File: config.mk
export PLATFORM = sky130hd
export DESIGN_NAME = irq_group_agg
export DESIGN_NICKNAME = d
export VERILOG_FILES = /design/src/rtl/irq_group_pkg.sv /design/src/rtl/irq_group_dec.sv /design/src/rtl/irq_group_bank.sv /design/src/rtl/irq_group_reduce.sv /design/src/rtl/irq_group_agg.sv
export SDC_FILE = /design/constraint.sdc
export NUM_CORES = 1
export LEC_CHECK = 0
export BUFFER_PORTS_ARGS = -buffer_cell sky130_fd_sc_hd__clkbuf_2
export CAP_MARGIN = 15
export CORE_ASPECT_RATIO = 0.9
export CORE_MARGIN = 2
export CORE_UTILIZATION = 56
export DETAILED_ROUTE_END_ITERATION = 10
export PLACE_DENSITY_LB_ADDON = 0.25
export SYNTH_ARGS = -nofsm -noshare
export SYNTH_HDL_FRONTEND = slang
export SYNTH_SLANG_ARGS = --single-unit
File: constraint.sdc
create_clock -name clk -period 1.8 [get_ports clk]
set_input_delay 0.09 -clock clk [delete_from_list [all_inputs] [get_ports clk]]
set_output_delay 0.09 -clock clk [all_outputs]
set_load 0.005 [all_outputs]
File: src/rtl/irq_group_pkg.sv
package irq_group_pkg;
   typedef enum logic [2:0] {
      SEL_CAUSE = 3'd0,
      SEL_CSET  = 3'd1,
      SEL_MASK  = 3'd2,
      SEL_MCLR  = 3'd3,
      SEL_ABORT = 3'd4
   } reg_sel_e;

   typedef struct packed {
      logic cause_clr;
      logic cause_set;
      logic mask_ld;
      logic mask_clr;
      logic abort_ld;
   } grp_wstrb_t;
endpackage

File: src/rtl/irq_group_dec.sv
module irq_group_dec
   import irq_group_pkg::*;
#(
   parameter int NUM_GRP = 2,
   parameter int GSW     = 3
) (
   input  logic                reg_we,
   input  logic [GSW-1:0]      reg_grp,
   input  logic [2:0]          reg_sel,
   output grp_wstrb_t          strb [NUM_GRP]
);
   for (genvar g = 0; g < NUM_GRP; g++) begin : g_dec
      logic hit;
      assign hit = reg_we && (reg_grp == GSW'(g));
      always_comb begin
         strb[g] = '0;
         if (hit) begin
            unique case (reg_sel)
               SEL_CAUSE: strb[g].cause_clr = 1'b1;
               SEL_CSET:  strb[g].cause_set = 1'b1;
               SEL_MASK:  strb[g].mask_ld   = 1'b1;
               SEL_MCLR:  strb[g].mask_clr  = 1'b1;
               SEL_ABORT: strb[g].abort_ld  = 1'b1;
               default:   strb[g] = '0;
            endcase
         end
      end
   end
endmodule

File: src/rtl/irq_group_bank.sv
module irq_group_bank
   import irq_group_pkg::*;
#(
   parameter int SRC_W = 32
) (
   input  logic             clk,
   input  logic             rst_n,
   input  logic [SRC_W-1:0] src,
   input  grp_wstrb_t       strb,
   input  logic [SRC_W-1:0] wdata,
   output logic [SRC_W-1:0] cause,
   output logic [SRC_W-1:0] mask,
   output logic [SRC_W-1:0] abmask
);
   logic [SRC_W-1:0] cause_d, mask_d, abmask_d;

   always_comb begin
      // software effect first, hardware sources ORed last so they win
      cause_d = strb.cause_clr ? (cause & wdata) : cause;
      if (strb.cause_set) cause_d = cause_d | wdata;
      cause_d = cause_d | src;

      mask_d = mask;
      if (strb.mask_ld)       mask_d = wdata;
      else if (strb.mask_clr) mask_d = mask & wdata;

      abmask_d = strb.abort_ld ? wdata : abmask;
   end

   always_ff @(posedge clk or negedge rst_n) begin
      if (!rst_n) begin
         cause  <= '0;
         mask   <= '1;
         abmask <= '0;
      end else begin
         cause  <= cause_d;
         mask   <= mask_d;
         abmask <= abmask_d;
      end
   end
endmodule

File: src/rtl/irq_group_reduce.sv
module irq_group_reduce #(
   parameter int SRC_W   = 32,
   parameter bit REG_OUT = 1'b0
) (
   input  logic             clk,
   input  logic             rst_n,
   input  logic [SRC_W-1:0] cause,
   input  logic [SRC_W-1:0] mask,
   input  logic [SRC_W-1:0] abmask,
   output logic             irq,
   output logic             abort
);
   logic irq_c, abort_c;
   assign irq_c   = |(cause & ~mask);
   assign abort_c = |(cause & abmask);

   if (REG_OUT) begin : g_reg
      always_ff @(posedge clk or negedge rst_n) begin
         if (!rst_n) begin
            irq   <= 1'b0;
            abort <= 1'b0;
         end else begin
            irq   <= irq_c;
            abort <= abort_c;
         end
      end
   end else begin : g_comb
      assign irq   = irq_c;
      assign abort = abort_c;
   end
endmodule

File: src/rtl/irq_group_agg.sv
module irq_group_agg
   import irq_group_pkg::*;
#(
   parameter int NUM_GRP = 2,
   parameter int GRP_MAX = 8,
   parameter int SRC_W   = 32,
   parameter bit REG_OUT = 1'b0,
   localparam int GSW    = (GRP_MAX > 1) ? $clog2(GRP_MAX) : 1
) (
   input  logic                     clk,
   input  logic                     rst_n,
   input  logic [NUM_GRP*SRC_W-1:0] src_i,
   input  logic                     reg_we,
   input  logic [GSW-1:0]           reg_grp,
   input  logic [2:0]               reg_sel,
   input  logic [SRC_W-1:0]         reg_wdata,
   output logic [SRC_W-1:0]         reg_rdata,
   output logic [NUM_GRP-1:0]       irq_o,
   output logic [NUM_GRP-1:0]       abort_o
);
   if (NUM_GRP < 1 || NUM_GRP > GRP_MAX) begin : g_bad_grp
      $error("NUM_GRP must lie in 1..GRP_MAX");
   end
   if (SRC_W < 1 || SRC_W > 32) begin : g_bad_w
      $error("SRC_W must lie in 1..32");
   end

   grp_wstrb_t       strb   [NUM_GRP];
   logic [SRC_W-1:0] cause  [NUM_GRP];
   logic [SRC_W-1:0] mask   [NUM_GRP];
   logic [SRC_W-1:0] abmask [NUM_GRP];
   logic [NUM_GRP*SRC_W-1:0] cause_all, mask_all, abmask_all;

   irq_group_dec #(.NUM_GRP(NUM_GRP), .GSW(GSW)) u_dec (
      .reg_we (reg_we),
      .reg_grp(reg_grp),
      .reg_sel(reg_sel),
      .strb   (strb)
   );

   for (genvar g = 0; g < NUM_GRP; g++) begin : g_grp
      irq_group_bank #(.SRC_W(SRC_W)) u_bank (
         .clk   (clk),
         .rst_n (rst_n),
         .src   (src_i[g*SRC_W +: SRC_W]),
         .strb  (strb[g]),
         .wdata (reg_wdata),
         .cause (cause[g]),
         .mask  (mask[g]),
         .abmask(abmask[g])
      );
      irq_group_reduce #(.SRC_W(SRC_W), .REG_OUT(REG_OUT)) u_red (
         .clk   (clk),
         .rst_n (rst_n),
         .cause (cause[g]),
         .mask  (mask[g]),
         .abmask(abmask[g]),
         .irq   (irq_o[g]),
         .abort (abort_o[g])
      );
      assign cause_all [g*SRC_W +: SRC_W] = cause[g];
      assign mask_all  [g*SRC_W +: SRC_W] = mask[g];
      assign abmask_all[g*SRC_W +: SRC_W] = abmask[g];
   end

   always_comb begin
      reg_rdata = '0;
      for (int g = 0; g < NUM_GRP; g++) begin
         if (reg_grp == GSW'(g)) begin
            case (reg_sel)
               SEL_CAUSE, SEL_CSET: reg_rdata = cause[g];
               SEL_MASK,  SEL_MCLR: reg_rdata = mask[g];
               SEL_ABORT:           reg_rdata = abmask[g];
               default:             reg_rdata = '0;
            endcase
         end
      end
   end
endmodule

==> results.md, run 1 <==
Yosys:
- The proportion of synthesized flip-flops having asynchronous set or reset is 100%.
- During synthesis, Yosys emitted a total of 0 warnings.
- Among all flip-flop cells after synthesis, the most frequent one is dfrtp_1.
- In this run, synthesis inferred 0 flip-flops with an integrated enable.
- The number of different library cells in the post-synthesis netlist is 31.
- The post-synth design cell area is about 10000 um^2.
- The compound-cell area share of the yosys netlist is 24.5%.
- The share of the Yosys chip area taken by registers is roughly half.
- The synthesized netlist devotes 0% of its cell area to adder and majority cells.
- The xor/xnor share of the synthesized area is 0%.
- A synthesized cell averages 10.3 um^2.
- The proportion of synthesized area in mux cells is a little over an eighth.
- By area, the combinational part of the netlist is dominated by compound AO/OA/AOI/OAI gates.
- The synthesized instance count is between 900 and 1000.
- The synthesized net count is about 1100.
- In this run, synthesis produced a sequential element count of 192.
- The area share of and/or/nand/nor cells after synthesis is under 10%.

Finish:
- After filler insertion, the fill cell instance count of the layout stands at ~1100.
- The area growth from synthesis to layout is 34.8%.
- Leaving out fill and tap cells, the most frequent cells in the layout are nor2_1, clkbuf_2, dfrtp_1.
- The area used by sequential logic in the layout is between 4000 and 5000 um^2.
- The number of antenna diodes in the final layout is 0.
- Leaving out fill and tap cells, the most frequent cell in the layout is nor2_1.
- In the final layout, the multi-input gates occupy roughly 5100 um^2.
- The final layout contains 1322 nets.
- The proportion of layout cells with a drive suffix above 1 is a little over two fifths.
- Once layout is complete, the utilization of the core stands at between 70% and 80%.

Routing:
- The routed layout has around 9500 vias.
- After detailed routing, the total wire length is around 35000 um.
- In the final routed layout, each cell accounts on average for about 24 um.
- For this run, the detailed router's first-pass iteration total came to 6.
- In this run, the number of DRC markers left after iteration 0 of detailed routing was a little over 1000.
- The via count normalized by instance count is roughly 6.5.
- The count of unresolved DRC violations after routing is 0.
- The remaining number of nets flagged by the antenna check after routing is 0.

Floorplan:
- The I/O pin count is ~140.
- The die extent in x is between 100 and 150 um.
- The die covers about 19000 um^2.
- For this configuration, the core starts out at a cell density of a little under three fifths.
- The die height is 131 um.
- The row count is between 40 and 50.
- The total area inside the core boundary comes to around 18000 um^2.

Timing:
- The final clock period utilization by the worst path is 114%.
- The final-report setup violation count is 15.
- The peak clock frequency supported by timing is around 0.49 GHz.
- Final hold analysis gives a worst-case slack of roughly 16 ps.
- The final-report max-slew violation count is 0.
- The max-slew headroom at the worst pin is about 57%.
- The transition time at the pin with the least slew margin is about 640 ps.
- The final count of hold timing violations came to 0.
- Counting I/O delays and the setup requirement, the final critical path takes just over 2000 ps.
- After routing, the total negative slack on setup checks comes to -1070 ps.
- The setup slack after layout is -247 ps.
- The clock arrives with 0 ps of skew.
- Setup repair after global routing could not meet its margin everywhere.

Critical path:
- The type of element capturing the critical path is an output pin.
- The cell with the largest stage delay on the worst path is or4_4.
- The peak per-stage delay on the critical path is between 500 and 600 ps.
- In this run the worst path has a maximum fanout of 3.
- The destination of the worst register-to-register timing path is g_grp[0].u_bank.cause[6].
- STA puts the critical path data required time at 1710 ps.
- The number of cells traversed by the worst register-to-register path is 4.
- The critical path goes through a22oi_2 -> nand4_1 -> or4_4 -> clkbuf_2.
- The worst setup path is of the flip-flop to output pin kind.
- The source of the worst register-to-register timing path is g_grp[0].u_bank.cause[6].
- The kind of launch point of the worst setup path is a flip-flop.
- The critical path arrival is approximately 2000 ps.
- The worst setup slack for register-to-register paths is roughly 750 ps.

Global routing:
- The first-pass GRT wire length is between 50000 and 60000 um.
- The total routing usage reported by global routing is between 30% and 40%.
- The number of antenna violations at the first check in global routing is 0.
- The via count of the first global-routing pass was 8993.
- Entering global routing, the biggest net connects 55 pins.
- The remaining global-route overflow is 0.

Flow run:
- The number of violations of the max-capacitance limit is 0.

Clock tree:
- The insertion delay of the later-clocked pin in the worst-skew pair is about 440 ps.
- The number of clock sinks is about 190.
- The number of buffers created by CTS is 17.
- The maximum root-to-sink buffer count is 2.
- TritonCTS built the clock tree.
- In this run the number of H-tree levels came out at 4.
- Clock-pin slew was measured on the worst setup and hold paths at roughly 70 ps.
- The clock root buffer is clkbuf_16.

Placed design:
- Routability-driven placement finished with a final weighted congestion of ~1.
- The quantity of I/O buffers inserted on ports is 140.
- The HPWL after detailed placement is roughly 23000 um.

Power:
- The analysis attributes to cell leakage a power of about 6.4 nW.
- Across the VDD grid, the largest voltage drop is between 0.0006 and 0.0007 V.
- The power per cell area is slightly below 900 nW/um^2.

Status:
- The final reports fail on setup timing.
- The flow ran to the end, but the final reports show violations.

Worst hold path:
- The endpoint of the worst hold-timing path is g_grp[1].u_bank.mask[3].
- The depth of the worst hold-timing path is 2.
- The path class of the lowest-slack min-delay path is input pin to flip-flop.
- In this run the most critical hold path is launched from reg_wdata[3].
## kinds of logic (layout without fill, tap and decap cells)
family / Yosys count / after routing
compound gates: 353 / 353
buf+inv: 134 / 393
flops: 192 / 192
mux: 128 / 128
simple gates: 164 / 164
## state kept, by name (all words and copies together), names as in the netlist
register             flops
g_grp.u_bank.abmask     64
g_grp.u_bank.cause      64
g_grp.u_bank.mask       64
## per-stage QoR
step	std cells	setup slack, ps	power, mW	instance area, um^2
after floorplan	971	220	6.39	9990
after global placement	1349	106	7.16	11400
after detailed placement	1349	63.0	7.23	11400
after CTS	1459	-252	11.6	13100
after global routing	1470	-275	12.2	13500
final	1470	-247	11.8	13500
## final cells by class
class / instances / area share, %
repair buffers: 297 / 17.1
multi-input cells: 645 / 37.8
clock inverters: 12 / 1.34
well taps: 240 / 2.23
inverters: 64 / 1.78
clock buffers: 20 / 3.32
flip-flops and latches: 192 / 36.5
## cells in the mapped netlist, drive strengths merged (2+ instances only)
cell | count | area share, %
nand3 | 3 | 0.15
buf | 32 | 1.8
nand4 | 10 | 0.63
a21oi | 96 | 4.8
a211oi | 64 | 4.8
clkbuf | 38 | 1.4
nor4b | 2 | 0.30
o22ai | 32 | 2.0
nor2 | 131 | 4.9
mux2 | 64 | 7.2
a22oi | 32 | 2.4
o22a | 64 | 5.6
or4 | 2 | 0.15
o21bai | 64 | 4.8
dfstp | 64 | 17
dfrtp | 128 | 32
mux2i | 64 | 6.4
inv | 64 | 2.4
nor4 | 8 | 0.50
## routing by layer
layer	GRT usage, %	vias up	share of wire, %
li1	-	4067	-
met4	15.4	0	4.3
met2	58.5	613	46
met5	0	-	0
met1	50.0	4698	39
met3	9.04	114	11
## worst max-delay path, delay by kind of cell (launching register included)
| kind | cells | cell delay, ps |
|---|---|---|
| AND/OR/NAND/NOR | 2 | 720 |
| flip-flops | 1 | 410 |
| AO/OA/AOI/OAI | 1 | 260 |
| buffers and inverters | 1 | 130 |
## worst max path at each step
stage               slack [ps]                        from                   endpoint
global route              -270  g_grp[1].u_bank.abmask[11]                 abort_o[1]
global placement           110                  reg_sel[2]  g_grp[0].u_bank.cause[15]
floorplan                  220                  reg_sel[2]  g_grp[0].u_bank.cause[10]
finish                    -250  g_grp[1].u_bank.abmask[11]                 abort_o[1]
CTS                       -250   g_grp[1].u_bank.cause[19]                 abort_o[1]
detailed placement          60                  reg_sel[2]  g_grp[0].u_bank.cause[26]
## power breakdown
part / internal, mW / switching [mW] / total [mW]
clock network: 2.38 / 1.73 / 4.10
logic: 1.12 / 1.07 / 2.18
registers: 5.02 / 0.511 / 5.53
total: 8.52 / 3.30 / 11.8
## what timing repair did
item | in CTS | in global routing
hold buffers | 65 | 0
endpoints found under the hold margin | 204 | 0
resized for setup | 80 | 81
setup buffers | 18 | 13
setup endpoints to repair | 32 | 36
pin swaps | 55 | 65
No activity file was read; power rests on OpenSTA's default activity.
==> run 2: changes to the inputs <==
- SKIP_LAST_GASP: not set -> 1
==> run 2 against run 1 <==
Compared with the run above: the run still ends with setup timing left; final cell count hardly changed; worst setup slack gained 2.7 ps; combinational power barely moved; largest power group unchanged; highest routed layer unchanged.
==> results.md, run 2 (synthesis gave the netlist of run 1 again) <==
Finish:
- Relative to the synthesized area, the layout overhead comes to 35.1%.
- In the final layout, the registers with the most flip-flops are g_grp.u_bank.abmask x64, g_grp.u_bank.cause x64, g_grp.u_bank.mask x64.
- The final antenna diode count is 0 (unchanged).
- The filler cell count in the final layout is 1107 (+0.090%).
- The final cell count without fillers is 1471 (+0.068%).
- The final standard cell utilization of the core is 76.9% (+0.19 points).
- The area of all placed cells without fillers is 13500 um^2 (+0.24%).
- The number of nets in the final layout came to 1323 (+0.076%).
- In the layout the commonest cells are nor2_1, clkbuf_2, dfrtp_1.
- The proportion of layout cells with a drive suffix above 1 is 42.6% (+0.37 points).
- The most common library cell in the layout ignoring fill and taps is nor2_1.

Worst hold path:
- In this run the most critical hold path is launched from reg_wdata[3].
- The worst hold path belongs to the class input pin to flip-flop.

Flow run:
- The number of violations of the max-capacitance limit is 0 (unchanged).

Placed design:
- The final weighted congestion in routability-driven placement came to 0.996 (unchanged).
- The HPWL after detailed placement came to 22700 um (unchanged).
- The number of placed cells counting well taps is 1349 (unchanged).
- The standard cell area after detailed placement is 11400 um^2 (unchanged).
- The post-placement worst setup slack came to 63.0 ps (unchanged).
- The quantity of I/O buffers inserted on ports came to 140 (unchanged).

Timing:
- The max-slew headroom at the worst pin is 57.9% (+0.60 points).
- The final clock period utilization by the worst path came to 114% (-0.15 points).
- The final-report max-slew violation count is 0 (unchanged).
- The transition time at the pin with the least slew margin came to 632 ps (-8.99 ps).
- The setup slack after layout is -244 ps (+2.72 ps).
- The final-report setup violation count is 20 (+5).
- The clock skew is 0 ps (unchanged).
- The minimum clock period is 2040 ps (-2.72 ps).
- Setup repair after global routing could not meet its margin everywhere.
- The peak clock frequency supported by timing is 0.489 GHz (+0.13%).
- The final count of hold timing violations is 0 (unchanged).

Clock tree:
- The post-CTS clock slew at the launch and capture registers of the worst setup and hold paths is 70 ps (about the same).
- The maximum root-to-sink buffer count is 2 (unchanged).
- TritonCTS built the clock tree.
- The insertion delay of the later-clocked pin in the worst-skew pair is 440 ps (about the same).
- The number of clock sinks came to 192 (unchanged).
- The number of buffers created by CTS was 17 (unchanged).
- Clock tree synthesis selected as its root buffer the cell clkbuf_16.
- The level count of the clock H-tree is 4 (unchanged).

Global routing:
- The via count of the first global-routing pass is 8975 (-0.20%).
- The largest net degree at the start of global routing came to 55 (unchanged).
- The remaining global-route overflow is 0 (unchanged).
- The total routing usage reported by global routing was 37.3% (+0.047 points).
- The first-pass GRT wire length was 51900 um (+0.19%).
- The number of antenna violations at the first check in global routing is 0 (unchanged).

Power:
- The combinational cell fraction of total power is 18.6% (about the same).
- The sequential cell fraction of total power is 46.7% (about the same).
- The largest voltage drop on the vdd net is 0.000683 V (+1.2%).
- The net switching component of the power is 3.33 mW (+0.87%).
- The design internal power is 8.52 mW (about the same).
- The fraction of power consumed by the clock network is 34.8% (about the same).
- The power per cell area is 878 nW/um^2 (about the same).
- The fraction of power spent switching nets is 28.1% (+0.16 points).
- The reported leakage power came to 6.43 nW (about the same).

Floorplan:
- The die extent in x was 145 um (unchanged).
- The row count is 46 (unchanged).
- The starting density of the core came to 56.9% (unchanged).
- The I/O pin count is 141 (unchanged).
- The die height is 131 um (unchanged).
- The placeable core region is 17600 um^2 (unchanged).
- The floorplan die area was 18900 um^2 (unchanged).

Critical path:
- The critical path is of the flip-flop to output pin type.
- The critical path arrival was 1950 ps (about the same).
- The worst setup path is captured at an output pin.
- The critical path starts at g_grp[1].u_bank.abmask[11].
- The kind of launch point of the worst setup path is a flip-flop.
- The source of the worst register-to-register timing path is g_grp[0].u_bank.cause[6].
- The required time reported for the critical path endpoint is 1710 ps (about the same).
- The maximum fanout count along the critical path is 3 (unchanged).

Routing:
- The wire length per cell is 24.1 um (+0.19%).
- The via count normalized by instance count is 6.46 (+0.11%).
- The number of iterations in the first detailed-routing pass is 6 (unchanged).
- The total via count in the routed design was 9509 (+0.18%).
- The wire length after detailed routing is 35500 um (+0.25%).
- The number of DRC markers in iteration 0 came to 1074 (+6.8%).
- The remaining number of nets flagged by the antenna check after routing is 0 (unchanged).
- The count of unresolved DRC violations after routing came to 0 (unchanged).

Status:
- The run finished, with violations left.
- The final reports fail on setup timing.
==> run 2: cell type report <==
type / instances / area, um^2 / area share (%)
Clock buffer: 20 / 447 / 3.31
Tap cell: 240 / 300 / 2.22
Sequential cell: 192 / 4910 / 36.4
Inverter: 64 / 240 / 1.78
Clock inverter: 12 / 180 / 1.33
Timing Repair Buffer: 298 / 2310 / 17.1
Multi-Input combinational cell: 645 / 5110 / 37.9
==> run 2: timing repair <==
action                                  in CTS  in global routing
gates resized for setup                     78                 82
buffers inserted                            18                 14
hold buffers                                65                  0
pin swaps                                   53                 66
endpoints found under the hold margin      204                  0
endpoints found under the setup margin      32                 36
==> run 2: stage by stage <==
stage / setup TNS (ps) / hold slack (ps) / total power, mW
2_1_floorplan: 0 / -206 / 6.39
3_3_place_gp: 0 / 35.1 / 7.16
3_5_place_dp: 0 / 32.2 / 7.23
4_1_cts: -813 / 3.81 / 11.6
5_1_grt: -2310 / 10.5 / 12.2
6_report: -1170 / 5.76 / 11.9
==> run 2: final timing paths <==
kind	endpoint	slack [ps]	cells past startpoint
worst min-delay path	g_grp[1].u_bank.mask[3]	6	2
max in group asynchronous	g_grp[1].u_bank.mask[13]	1010	3
worst min register to register	g_grp[1].u_bank.mask[16]	520	1
worst max-delay path	abort_o[1]	-240	4
worst max register to register	g_grp[0].u_bank.cause[6]	750	4
min in group asynchronous	g_grp[1].u_bank.abmask[31]	130	2
==> run 2: worst max-delay path, stage by stage (launching register included) <==
cell and delay (ps):
dfrtp_1 410, a22oi_2 260, nand4_1 160, or4_4 550
clkbuf_2 130
==> run 2: routing by layer <==
metal  GRT usage [%]  up-vias  wire length, um
met5               0        -                0
met4            15.0        0             1540
met2            58.5      650            16400
met3            8.56      106             3720
met1            50.6     4695            13800
li1                -     4058                -
==> run 2: power by group through the flow <==
stage               Sequential (mW)  Clock, mW  Combinational [mW]
floorplan                      5.36          0                1.03
global placement               5.51          0                1.65
detailed placement             5.53          0                1.70
CTS                            5.47       4.12                2.03
global route                   5.59       4.31                2.32
finish                         5.53       4.12                2.20
==> run 3: changes to the inputs <==
- CORE_ASPECT_RATIO: 0.9 -> not set
- CORE_MARGIN: 2 -> 10
==> run 3 against run 2 <==
Compared with the run above: the flow still finishes with violations (setup timing); utilization decreased by 0.96 points; worst setup slack got worse by 59 ps; design area decreased by 2.0%; global-route usage decreased by 8.2 points; maximum frequency decreased by 2.8%; worst hold slack improved by 13 ps; clock skew unchanged; final cell count decreased by 2.3%; critical path depth increased by 1; sequential power about the same; non-clock buffer count decreased by 19; highest routed layer unchanged.
==> results.md, run 3 (synthesis gave the netlist of run 1 again) <==
Finish:
- The final antenna diode count came to 0 (unchanged).
- The top cell types in the final layout, fill and taps aside, are nor2_1, dfrtp_1, clkbuf_2.
- The largest registers in the layout are g_grp.u_bank.abmask x64, g_grp.u_bank.cause x64, g_grp.u_bank.mask x64.
- The synthesis-to-layout area growth is 32.4%.
- The most common library cell in the layout ignoring fill and taps is nor2_1.
- The proportion of layout cells with a drive suffix above 1 is 39.9% (-2.7 points).
- The number of nets in the final layout was 1304 (-1.4%).
- The final cell count without fillers is 1437 (-2.3%).

Clock tree:
- The maximum root-to-sink buffer count is 2 (unchanged).
- The number of clock sinks was 192 (unchanged).
- The insertion delay of the later-clocked pin in the worst-skew pair was 430 ps (about the same).
- The number of buffers created by CTS was 17 (unchanged).
- The CTS tree is built.
- The post-CTS clock slew at the launch and capture registers of the worst setup and hold paths came to 70 ps (about the same).
- The level count of the clock H-tree was 4 (unchanged).
- CTS placed an instance of clkbuf_16 at the clock tree root.

Placed design:
- The post-placement worst setup slack is -7.73 ps (-70.8 ps).
- The quantity of I/O buffers inserted on ports is 140 (unchanged).
- The final weighted congestion in routability-driven placement is 0.955 (-4.2%).
- The HPWL after detailed placement is 24000 um (+5.6%).
- The number of placed cells counting well taps is 1329 (-1.5%).

Power:
- The largest voltage drop on the vdd net is 0.000699 V (+2.4%).
- The reported leakage power is 6.37 nW (-0.89%).
- The fraction of power spent switching nets is 27.9% (-0.24 points).
- The combinational cell fraction of total power is 17.6% (-1.0 points).
- The net switching component of the power was 3.25 mW (-2.5%).
- The design internal power is 8.41 mW (-1.3%).
- The fraction of power consumed by the clock network is 34.9% (about the same).
- The sequential cell fraction of total power is 47.5% (+0.8 points).
- The power per cell area is 881 nW/um^2 (+0.40%).

Flow run:
- The number of violations of the max-capacitance limit is 0 (unchanged).

Critical path:
- The classification of the worst setup path is flip-flop to output pin.
- The top cell family by delay on the critical path is simple AND/OR/NAND/NOR gates.
- The timing startpoint of the critical path is g_grp[1].u_bank.abmask[19].
- On the critical path, the stage with the largest delay is an instance of or4_4.
- The critical path arrival is 2010 ps (+60 ps).
- The number of buffer and inverter instances along the worst setup path came to 2 (+1).
- The number of cells traversed by the worst register-to-register path was 5 (+1).
- The startpoint identified for the worst register-to-register timing path is g_grp[0].u_bank.cause[20].
- The required time reported for the critical path endpoint is 1710 ps (about the same).
- The maximum fanout count along the critical path was 2 (-1).
- The logic depth of the worst path, buffers included is 5 (+1).
- The type of element capturing the critical path is an output pin.
- The kind of launch point of the worst setup path is a flip-flop.
- The peak per-stage delay on the critical path is 510 ps (-40 ps).
- Walking the worst path, the cells encountered are a22oi_2 -> buf_4 -> nand4_1 -> or4_4 -> clkbuf_2.

Timing:
- The final-report max-slew violation count is 0 (unchanged).
- The final clock period utilization by the worst path is 117% (+3.3 points).
- The max-slew headroom at the worst pin came to 68.2% (+10 points).
- The smallest hold slack came to 18.9 ps (+13.2 ps).
- The transition time at the pin with the least slew margin is 476 ps (-156 ps).
- The minimum clock period is 2100 ps (+59.1 ps).
- The final-report setup violation count came to 13 (-35%).
- Setup repair after global routing could not meet its margin everywhere.
- The setup slack after layout came to -303 ps (-59.1 ps).
- The peak clock frequency supported by timing was 0.476 GHz (-2.8%).
- The clock skew is 0 ps (unchanged).
- The final count of hold timing violations is 0 (unchanged).

Floorplan:
- The floorplan die area came to 23600 um^2 (+25%).
- The row count is 48 (+4.3%).
- The die extent in x is 154 um (+6.1%).
- The starting density of the core is 57.4% (+0.45 points).
- The placeable core region was 17400 um^2 (-0.78%).
- The I/O pin count is 141 (unchanged).
- The die height is 154 um (+17%).

Routing:
- The remaining number of nets flagged by the antenna check after routing is 0 (unchanged).
- The number of DRC markers in iteration 0 is 955 (-11%).
- The wire length per cell is 24.8 um (+2.8%).
- The total via count in the routed design is 9315 (-2.0%).
- The via count normalized by instance count is 6.48 (+0.28%).
- The count of unresolved DRC violations after routing came to 0 (unchanged).
- The number of iterations in the first detailed-routing pass is 5 (-1).
- The wire length after detailed routing is 35600 um (+0.43%).

Global routing:
- The global-route track usage on met2 was 45.2% (-13 points).
- The layer flagged by global routing as most heavily used is met2.
- The largest net degree at the start of global routing is 55 (unchanged).
- The first-pass GRT wire length was 54400 um (+4.8%).
- The number of antenna violations at the first check in global routing is 0 (unchanged).
- The met1 usage came to 39.3% (-11 points).
- The via count of the first global-routing pass is 9194 (+2.4%).
- The total routing usage reported by global routing is 29.1% (-8.2 points).
- The remaining global-route overflow is 0 (unchanged).
- The met3 track demand over resource came to 7.03% (-1.5 points).

Worst hold path:
- The depth of the worst hold-timing path came to 2 (unchanged).
- In this run the most critical hold path is launched from reg_wdata[16].
- The worst hold path belongs to the class input pin to flip-flop.

Status:
- The run finished, with violations left.
- The checks that failed: setup timing.
run 3: stage by stage:
| stage | setup TNS [ps] | util [%] | instance area (um^2) | power (mW) |
|---|---|---|---|---|
| after floorplan | 0 | - | 9990 | 6.39 |
| after global placement | 0 | 65.1 | 11300 | 7.16 |
| after detailed placement | -22.4 | 65.1 | 11300 | 7.22 |
| after CTS | -692 | 74.3 | 12900 | 11.5 |
| after global routing | -2240 | 76.0 | 13200 | 12.1 |
| final | -926 | 76.0 | 13200 | 11.7 |
run 3: area by class of cell:
type	count	area, um^2
flip-flops and latches	192	4900
clock inverters	12	185
multi-input cells	645	5020
fillers	1177	4190
inverters	64	243
well taps	225	282
clock buffers	20	437
repair buffers	279	2160
run 3: worst paths after layout:
path / endpoint / slack (ps)
worst max-delay path: abort_o[1] / -300
worst min-delay path: g_grp[1].u_bank.mask[16] / 20
worst max register to register: g_grp[0].u_bank.cause[20] / 720
worst min register to register: g_grp[0].u_bank.mask[10] / 520
max in group asynchronous: g_grp[1].u_bank.mask[17] / 900
min in group asynchronous: g_grp[1].u_bank.cause[29] / 170
run 3: power by group through the flow:
stage	sequential, mW	combinational [mW]	clock (mW)
2_1_floorplan	5.36	1.03	0
3_3_place_gp	5.51	1.65	0
3_5_place_dp	5.53	1.69	0
4_1_cts	5.48	1.94	4.08
5_1_grt	5.58	2.20	4.27
6_report	5.53	2.06	4.07
run 3: what timing repair did:
item | 4_1_cts | 5_1_grt
pin swaps | 32 | 75
buffers inserted | 7 | 8
hold endpoints to repair | 108 | 0
gates cloned | 0 | 0
endpoints found under the setup margin | 31 | 36
gates resized for setup | 65 | 79
hold buffers | 65 | 0
run 3: layer usage:
layer | up-vias | part of all wire, %
met4 | 0 | 3.1
met1 | 4645 | 40
met2 | 574 | 47
met3 | 74 | 9.6
li1 | 4022 | -
met5 | - | 0
